==> src/rtl/i2c_unjam_pkg.sv <==
package i2c_unjam_pkg;
  typedef enum logic [3:0] {
    ST_IDLE,
    ST_PRE,
    ST_START_SDA,
    ST_START_SCL,
    ST_CLK_HI,
    ST_CLK_LO,
    ST_TAIL,
    ST_STOP_SCL,
    ST_STOP_SDA,
    ST_HANDBACK,
    ST_SETTLE,
    ST_CHECK
  } unjam_state_e;
endpackage

==> src/rtl/i2c_unjam_sync.sv <==
module i2c_unjam_sync #(
  parameter int WIDTH  = 2,
  parameter int STAGES = 2
) (
  input  logic             clk_i,
  input  logic             rst_ni,
  input  logic [WIDTH-1:0] d_i,
  output logic [WIDTH-1:0] q_o
);
  logic [STAGES-1:0][WIDTH-1:0] pipe_q;

  genvar g;
  generate
    for (g = 0; g < STAGES; g++) begin : g_stage
      always_ff @(posedge clk_i or negedge rst_ni) begin
        if (!rst_ni) pipe_q[g] <= '1;
        else if (g == 0) pipe_q[g] <= d_i;
        else pipe_q[g] <= pipe_q[(g == 0) ? 0 : g-1];
      end
    end
  endgenerate

  assign q_o = pipe_q[STAGES-1];
endmodule

==> src/rtl/i2c_unjam_timer.sv <==
module i2c_unjam_timer #(
  parameter int DLY_W = 16
) (
  input  logic             clk_i,
  input  logic             rst_ni,
  input  logic             hold_i,
  input  logic [DLY_W-1:0] limit_i,
  output logic             expire_o
);
  logic [DLY_W-1:0] cnt_q;
  logic [DLY_W-1:0] last;

  // zero limit behaves as one clock per step
  assign last     = (limit_i == '0) ? '0 : limit_i - 1'b1;
  assign expire_o = !hold_i && (cnt_q >= last);

  always_ff @(posedge clk_i or negedge rst_ni) begin
    if (!rst_ni)                cnt_q <= '0;
    else if (hold_i || expire_o) cnt_q <= '0;
    else                        cnt_q <= cnt_q + 1'b1;
  end
endmodule

==> src/rtl/i2c_unjam_fsm.sv <==
module i2c_unjam_fsm
  import i2c_unjam_pkg::*;
#(
  parameter int NUM_PULSES = 9,
  localparam int PC_W = $clog2(NUM_PULSES + 1)
) (
  input  logic clk_i,
  input  logic rst_ni,
  input  logic recover_i,
  input  logic step_done_i,
  input  logic avail_i,
  output logic timer_hold_o,
  output logic scl_pull_o,
  output logic sda_pull_o,
  output logic pin_own_o,
  output logic ctrl_rst_o,
  output logic done_o,
  output logic fail_o
);
  unjam_state_e state_q, state_d;
  logic [PC_W-1:0] pulse_q;
  logic fail_q;

  always_comb begin
    state_d = state_q;
    unique case (state_q)
      ST_IDLE:      if (recover_i) state_d = ST_PRE;
      ST_PRE:       if (step_done_i) state_d = ST_START_SDA;
      ST_START_SDA: if (step_done_i) state_d = ST_START_SCL;
      ST_START_SCL: if (step_done_i) state_d = ST_CLK_HI;
      ST_CLK_HI:    if (step_done_i) state_d = ST_CLK_LO;
      ST_CLK_LO:
        if (step_done_i)
          state_d = (pulse_q == PC_W'(NUM_PULSES - 1)) ? ST_TAIL : ST_CLK_HI;
      ST_TAIL:      if (step_done_i) state_d = ST_STOP_SCL;
      ST_STOP_SCL:  if (step_done_i) state_d = ST_STOP_SDA;
      ST_STOP_SDA:  if (step_done_i) state_d = ST_HANDBACK;
      ST_HANDBACK:  state_d = ST_SETTLE;
      ST_SETTLE:    if (step_done_i) state_d = ST_CHECK;
      ST_CHECK:     state_d = ST_IDLE;
      default:      state_d = ST_IDLE;
    endcase
  end

  always_ff @(posedge clk_i or negedge rst_ni) begin
    if (!rst_ni) begin
      state_q <= ST_IDLE;
      pulse_q <= '0;
      fail_q  <= 1'b0;
    end else begin
      state_q <= state_d;
      if (state_q == ST_IDLE && recover_i) begin
        pulse_q <= '0;
        fail_q  <= 1'b0;
      end
      if (state_q == ST_CLK_LO && step_done_i) pulse_q <= pulse_q + 1'b1;
      if (state_q == ST_CHECK) fail_q <= !avail_i;
    end
  end

  always_comb begin
    scl_pull_o = 1'b0;
    sda_pull_o = 1'b0;
    unique case (state_q)
      ST_START_SDA: sda_pull_o = 1'b1;
      ST_START_SCL, ST_TAIL: begin scl_pull_o = 1'b1; sda_pull_o = 1'b1; end
      ST_CLK_LO:    scl_pull_o = 1'b1;
      ST_STOP_SCL:  sda_pull_o = 1'b1;
      default: ;
    endcase
  end

  assign pin_own_o    = !(state_q inside {ST_IDLE, ST_HANDBACK, ST_SETTLE, ST_CHECK});
  assign timer_hold_o = state_q inside {ST_IDLE, ST_HANDBACK, ST_CHECK};
  assign ctrl_rst_o   = (state_q == ST_HANDBACK);
  assign done_o       = (state_q == ST_CHECK);
  assign fail_o       = fail_q;
endmodule

==> src/rtl/i2c_bus_unjam.sv <==
module i2c_bus_unjam #(
  parameter int DLY_W      = 16,
  parameter int NUM_PULSES = 9,
  parameter int SYNC_STAGES = 2
) (
  input  logic             clk_i,
  input  logic             rst_ni,
  input  logic             recover_i,
  input  logic [DLY_W-1:0] half_period_i,
  input  logic             bus_busy_i,
  input  logic             scl_i,
  input  logic             sda_i,
  output logic             scl_pull_o,
  output logic             sda_pull_o,
  output logic             pin_own_o,
  output logic             ctrl_rst_o,
  output logic             done_o,
  output logic             fail_o,
  output logic             avail_o
);
  logic [1:0] lines_s;
  logic       step_done, timer_hold;

  i2c_unjam_sync #(.WIDTH(2), .STAGES(SYNC_STAGES)) u_sync (
    .clk_i (clk_i),
    .rst_ni(rst_ni),
    .d_i   ({sda_i, scl_i}),
    .q_o   (lines_s)
  );

  assign avail_o = !bus_busy_i && (&lines_s);

  i2c_unjam_timer #(.DLY_W(DLY_W)) u_timer (
    .clk_i   (clk_i),
    .rst_ni  (rst_ni),
    .hold_i  (timer_hold),
    .limit_i (half_period_i),
    .expire_o(step_done)
  );

  i2c_unjam_fsm #(.NUM_PULSES(NUM_PULSES)) u_fsm (
    .clk_i       (clk_i),
    .rst_ni      (rst_ni),
    .recover_i   (recover_i),
    .step_done_i (step_done),
    .avail_i     (avail_o),
    .timer_hold_o(timer_hold),
    .scl_pull_o  (scl_pull_o),
    .sda_pull_o  (sda_pull_o),
    .pin_own_o   (pin_own_o),
    .ctrl_rst_o  (ctrl_rst_o),
    .done_o      (done_o),
    .fail_o      (fail_o)
  );
endmodule

==> config.mk <==
export PLATFORM = sky130hd
export DESIGN_NAME = i2c_bus_unjam
export DESIGN_NICKNAME = d
export VERILOG_FILES = /design/src/rtl/i2c_unjam_pkg.sv /design/src/rtl/i2c_unjam_sync.sv /design/src/rtl/i2c_unjam_timer.sv /design/src/rtl/i2c_unjam_fsm.sv /design/src/rtl/i2c_bus_unjam.sv
export SDC_FILE = /design/constraint.sdc
export NUM_CORES = 1
export LEC_CHECK = 0
export BUFFER_PORTS_ARGS = -buffer_cell sky130_fd_sc_hd__buf_2
export CAP_MARGIN = 20
export CORE_MARGIN = 2
export CORE_UTILIZATION = 45
export CTS_CLUSTER_SIZE = 16
export DETAILED_ROUTE_END_ITERATION = 10
export HOLD_SLACK_MARGIN = 0.06
export PLACE_DENSITY = 0.72
export SLEW_MARGIN = 20
export SYNTH_ARGS = -nofsm -noshare
export SYNTH_HDL_FRONTEND = slang
export SYNTH_SLANG_ARGS = --single-unit
==> constraint.sdc <==
create_clock -name clk_i -period 3.2 [get_ports clk_i]
set_input_delay 0.32 -clock clk_i [delete_from_list [all_inputs] [get_ports clk_i]]
set_output_delay 0.32 -clock clk_i [all_outputs]
set_load 0.05 [all_outputs]
==> flow_results.xml <==
<?xml version="1.0" encoding="UTF-8"?>
<metrics>
  <group name="timing">
    <metric name="final_period_minus_worst_setup_slack" unit="ns">2.97</metric>
    <metric name="final_count_of_negative_setup_slack_endpoints" unit="">0</metric>
    <metric name="setup_repair_after_global_routing_missed_its_margin" unit="">no</metric>
    <metric name="timing.setup.tns" unit="ns">0</metric>
    <metric name="final-max-slew-violation-count" unit="">0</metric>
    <metric name="hold_violations" unit="">0</metric>
    <metric name="skew" unit="ns">0.00305</metric>
    <metric name="relSlewSlack" unit="%">59.6</metric>
    <metric name="fin_worst_hold_slack" unit="ns">0.0474</metric>
    <metric name="final_min_period_over_clock_period" unit="%">92.8</metric>
    <metric name="timing_worst_slew_pin_value" unit="ns">0.607</metric>
    <metric name="timing.fmax" unit="MHz">337</metric>
  </group>
  <group name="routing">
    <metric name="detail_route.vias_per_cell" unit="">5.16</metric>
    <metric name="routed_wire_length_per_instance" unit="um">11.3</metric>
    <metric name="num_vias" unit="">1719</metric>
    <metric name="drcViolationCount" unit="">0</metric>
    <metric name="drt_iter0_drc" unit="">56</metric>
    <metric name="drt-total-wl" unit="um">3780</metric>
    <metric name="antenna_left" unit="">0</metric>
    <metric name="dr.pass1.iters" unit="">5</metric>
  </group>
  <group name="critical_path">
    <metric name="worstPathCellList" unit="">buf_2, or3_1, nor4_4, nand4b_1, and2_1, ha_1, nand2b_1, a31oi_1, o221ai_1, a211o_1, and2_1, nor4_1</metric>
    <metric name="end_kind" unit="">register</metric>
    <metric name="path_common_cell" unit="">sky130_fd_sc_hd__and2_1</metric>
    <metric name="crit_path_start_kind" unit="">input pin</metric>
    <metric name="timing.critical_path.from" unit="">half_period_i[3]</metric>
    <metric name="slowest_delay" unit="ns">0.42</metric>
    <metric name="path_delay_family" unit="">simple AND/OR/NAND/NOR gates</metric>
    <metric name="timing.rr.start" unit="">u_timer.cnt_q[2]$_DFF_PN0_</metric>
    <metric name="critPathArrivalTime" unit="ns">3.15</metric>
    <metric name="critical_path_peak_fanout" unit="">8</metric>
    <metric name="critPathKind" unit="">in2reg</metric>
    <metric name="worstPathBufferInverterCount" unit="">1</metric>
    <metric name="critPathRequiredTime" unit="ns">3.38</metric>
    <metric name="critical_path.slowest_cell" unit="">sky130_fd_sc_hd__or3_1</metric>
  </group>
  <group name="yosys">
    <metric name="yosys_warnings" unit="">0</metric>
    <metric name="synth.top_cells.by_area" unit="">sky130_fd_sc_hd__dfrtp_1 (30%), sky130_fd_sc_hd__ha_1 (12%), sky130_fd_sc_hd__xor2_1 (7.9%), sky130_fd_sc_hd__nand2_1 (6.2%), sky130_fd_sc_hd__nor2_1 (5.7%)</metric>
    <metric name="synth_top_area_share" unit="%">29.7</metric>
    <metric name="synth.net_count" unit="">284</metric>
    <metric name="post_synth.cell_area_avg" unit="sq um">8.74</metric>
    <metric name="synth_edf_count" unit="">0</metric>
    <metric name="ys_flop_type" unit="">sky130_fd_sc_hd__dfrtp_1</metric>
    <metric name="yosysUniqueCellTypes" unit="">38</metric>
    <metric name="ys_top_cells_by_count" unit="">sky130_fd_sc_hd__nand2_1 (35), sky130_fd_sc_hd__nor2_1 (32), sky130_fd_sc_hd__dfrtp_1 (25)</metric>
    <metric name="synth-seq-area-share" unit="%">34.7</metric>
    <metric name="synth.ff_latch_count" unit="">29</metric>
    <metric name="synth.largest_area_cell" unit="">sky130_fd_sc_hd__dfrtp_1</metric>
    <metric name="post-synth-top-count-cell" unit="">sky130_fd_sc_hd__nand2_1</metric>
    <metric name="synthesis.instances" unit="">241</metric>
    <metric name="synthArstFlopShare" unit="%">100</metric>
    <metric name="synth.cell_area" unit="sq um">2110</metric>
  </group>
  <group name="floorplan">
    <metric name="dieArea" unit="sq um">5240</metric>
    <metric name="standard_cell_core_area" unit="sq um">4440</metric>
    <metric name="initial_core_util" unit="%">47.4</metric>
    <metric name="boundaryPins" unit="">29</metric>
    <metric name="chipHeight" unit="um">72.4</metric>
    <metric name="core.rowCount" unit="">24</metric>
    <metric name="chipWidth" unit="um">72.4</metric>
  </group>
  <group name="global_routing">
    <metric name="grt.total_usage" unit="%">16.2</metric>
    <metric name="number_of_antenna_violations_at_the_first_check_in_global_routing" unit="">0</metric>
    <metric name="vias_in_the_first_global_route" unit="">1584</metric>
    <metric name="grt_max_degree" unit="">30</metric>
    <metric name="grt_first_pass_wirelength" unit="um">6800</metric>
    <metric name="gr-total-overflow" unit="">0</metric>
  </group>
  <group name="place">
    <metric name="place_congestion" unit="">0.884</metric>
    <metric name="port_buffers" unit="">28</metric>
    <metric name="dp_hpwl" unit="um">2980</metric>
    <metric name="place_inst" unit="">325</metric>
  </group>
  <group name="clock_tree">
    <metric name="clock_sink_count" unit="">29</metric>
    <metric name="clock_latency" unit="ns">0.28</metric>
    <metric name="clock_tree.htree_level_count" unit="">2</metric>
    <metric name="clockBufferDepth" unit="">2</metric>
    <metric name="post_cts_resize_count" unit="">0</metric>
    <metric name="ctsHoldBuffers" unit="">0</metric>
    <metric name="tritoncts.num_buffers" unit="">5</metric>
    <metric name="cts.repair_timing.setup_buffer_count" unit="">0</metric>
    <metric name="cts_root_cell" unit="">sky130_fd_sc_hd__clkbuf_8</metric>
    <metric name="cts_tree" unit="">yes</metric>
    <metric name="path_clk_slew" unit="ns">0.06</metric>
  </group>
  <group name="worst_hold_path">
    <metric name="hp-class" unit="">in2async</metric>
  </group>
  <group name="pwr">
    <metric name="cellPowerDensity" unit="nW/um^2">391</metric>
    <metric name="ir_drop" unit="mV">0.367</metric>
    <metric name="static_leakage" unit="nW">1.23</metric>
  </group>
  <group name="finish">
    <metric name="num_antenna_cells" unit="">0</metric>
    <metric name="fill_cells" unit="">420</metric>
    <metric name="final_util" unit="%">55.3</metric>
    <metric name="syn2layout_area_growth" unit="%">16.7</metric>
    <metric name="design.final.nets" unit="">323</metric>
    <metric name="final-instance-count-excl-fill" unit="">333</metric>
    <metric name="drive_gt1_share" unit="%">18.9</metric>
  </group>
  <group name="flow_run">
    <metric name="max_cap_viol_count" unit="">0</metric>
  </group>
  <group name="status">
    <metric name="run_status" unit="">finished clean</metric>
  </group>
</metrics>
[kinds of logic after synthesis]
logic type	count (synthesis)	synth area share (%)
DFF	29	34.7
and+or+nand+nor	118	27.5
muxes	5	2.38
adders and majority gates	21	12.5
AOI/OAI and AO/OA	23	7.25
xor gates and xnor gates	31	12.9
buffers and inverters	14	2.85
[worst register-to-register path: stages (launching register included)]
cell and delay [ns]:
sky130_fd_sc_hd__dfrtp_1 0.43, sky130_fd_sc_hd__ha_1 0.33, sky130_fd_sc_hd__a211o_1 0.25, sky130_fd_sc_hd__a31oi_1 0.18
sky130_fd_sc_hd__o221ai_1 0.15, sky130_fd_sc_hd__a211o_1 0.38, sky130_fd_sc_hd__and2_1 0.22, sky130_fd_sc_hd__nor4_1 0.28
[metal layers]
metal / wire (um) / GRT usage [%] / vias to the layer above
met2: 1790 / 26.2 / 20
li1: - / - / 903
met4: 40 / 4.94 / 0
met3: 94 / 3.33 / 4
met1: 1860 / 21.9 / 792
met5: 0 / 0 / -
[layout by cell type (no fill, tap or decap), types with 2 or more instances in the layout]
cell / instances
sky130_fd_sc_hd__o21ai_0: 4
sky130_fd_sc_hd__nor2_1: 32
sky130_fd_sc_hd__nand2b_1: 4
sky130_fd_sc_hd__and2_1: 3
sky130_fd_sc_hd__nor3_1: 8
sky130_fd_sc_hd__a21oi_1: 9
sky130_fd_sc_hd__o21a_1: 2
sky130_fd_sc_hd__ha_1: 21
sky130_fd_sc_hd__xor2_1: 19
sky130_fd_sc_hd__dfrtp_1: 25
sky130_fd_sc_hd__buf_2: 28
sky130_fd_sc_hd__dfstp_2: 4
sky130_fd_sc_hd__a211o_1: 2
sky130_fd_sc_hd__inv_1: 8
sky130_fd_sc_hd__and3_1: 2
sky130_fd_sc_hd__nand2_1: 35
sky130_fd_sc_hd__clkbuf_8: 7
sky130_fd_sc_hd__xnor2_1: 12
sky130_fd_sc_hd__nor3b_1: 3
sky130_fd_sc_hd__or3_1: 3
sky130_fd_sc_hd__nand3_1: 13
sky130_fd_sc_hd__mux2i_1: 5
sky130_fd_sc_hd__nand4_1: 4
sky130_fd_sc_hd__nor2b_1: 2
sky130_fd_sc_hd__buf_4: 10
sky130_fd_sc_hd__nor4_1: 3
[state kept, by name, summed over array words and instances (netlist names)]
register       flops
u_timer.cnt_q     16
u_fsm.pulse_q      4
u_fsm.state_q      4
u_sync.pipe_q      2
u_sync.q_o         2
u_fsm.fail_o       1
[power by group]
group	internal, mW	switching, mW
clock	0.194	0.131
combinational	0.0914	0.104
sequential	0.401	0.0392
total	0.686	0.274
[final timing paths]
kind                                                end  slack, ns  cells past startpoint
hold / removal                 u_fsm.fail_o$_DFFE_PN0P_       0.05                      1
min in group clk_i           u_sync.pipe_q[1]$_DFF_PN1_       0.14                      1
max in group asynchronous   u_timer.cnt_q[12]$_DFF_PN0_       2.76                      1
setup reg to reg           u_fsm.state_q[1]$_DFFE_PN0P_       0.89                      7
hold reg to reg                 u_sync.q_o[0]$_DFF_PN1_       0.35                      0
setup / recovery           u_fsm.state_q[1]$_DFFE_PN0P_       0.23                     12
[layout make-up]
type / instances / area, sq um / area share, %
inverters: 8 / 30.0 / 1.22
repair buffers: 38 / 215 / 8.76
flip-flops and latches: 29 / 731 / 29.7
well taps: 52 / 65.1 / 2.65
clock inverters: 1 / 5.00 / 0.204
multi-input cells: 198 / 1320 / 53.5
clock buffers: 7 / 96.3 / 3.92
[per-stage QoR]
step | setup slack, ns | cell area, sq um | power [mW]
CTS | 0.254 | 2460 | 0.977
global placement | 0.0578 | 2360 | 0.639
global route | 0.000967 | 2460 | 1.04
detailed placement | -0.0310 | 2360 | 0.641
finish | 0.232 | 2460 | 0.960
floorplan | 0.0752 | 2110 | 0.575
(Power assumes the default switching activity.)
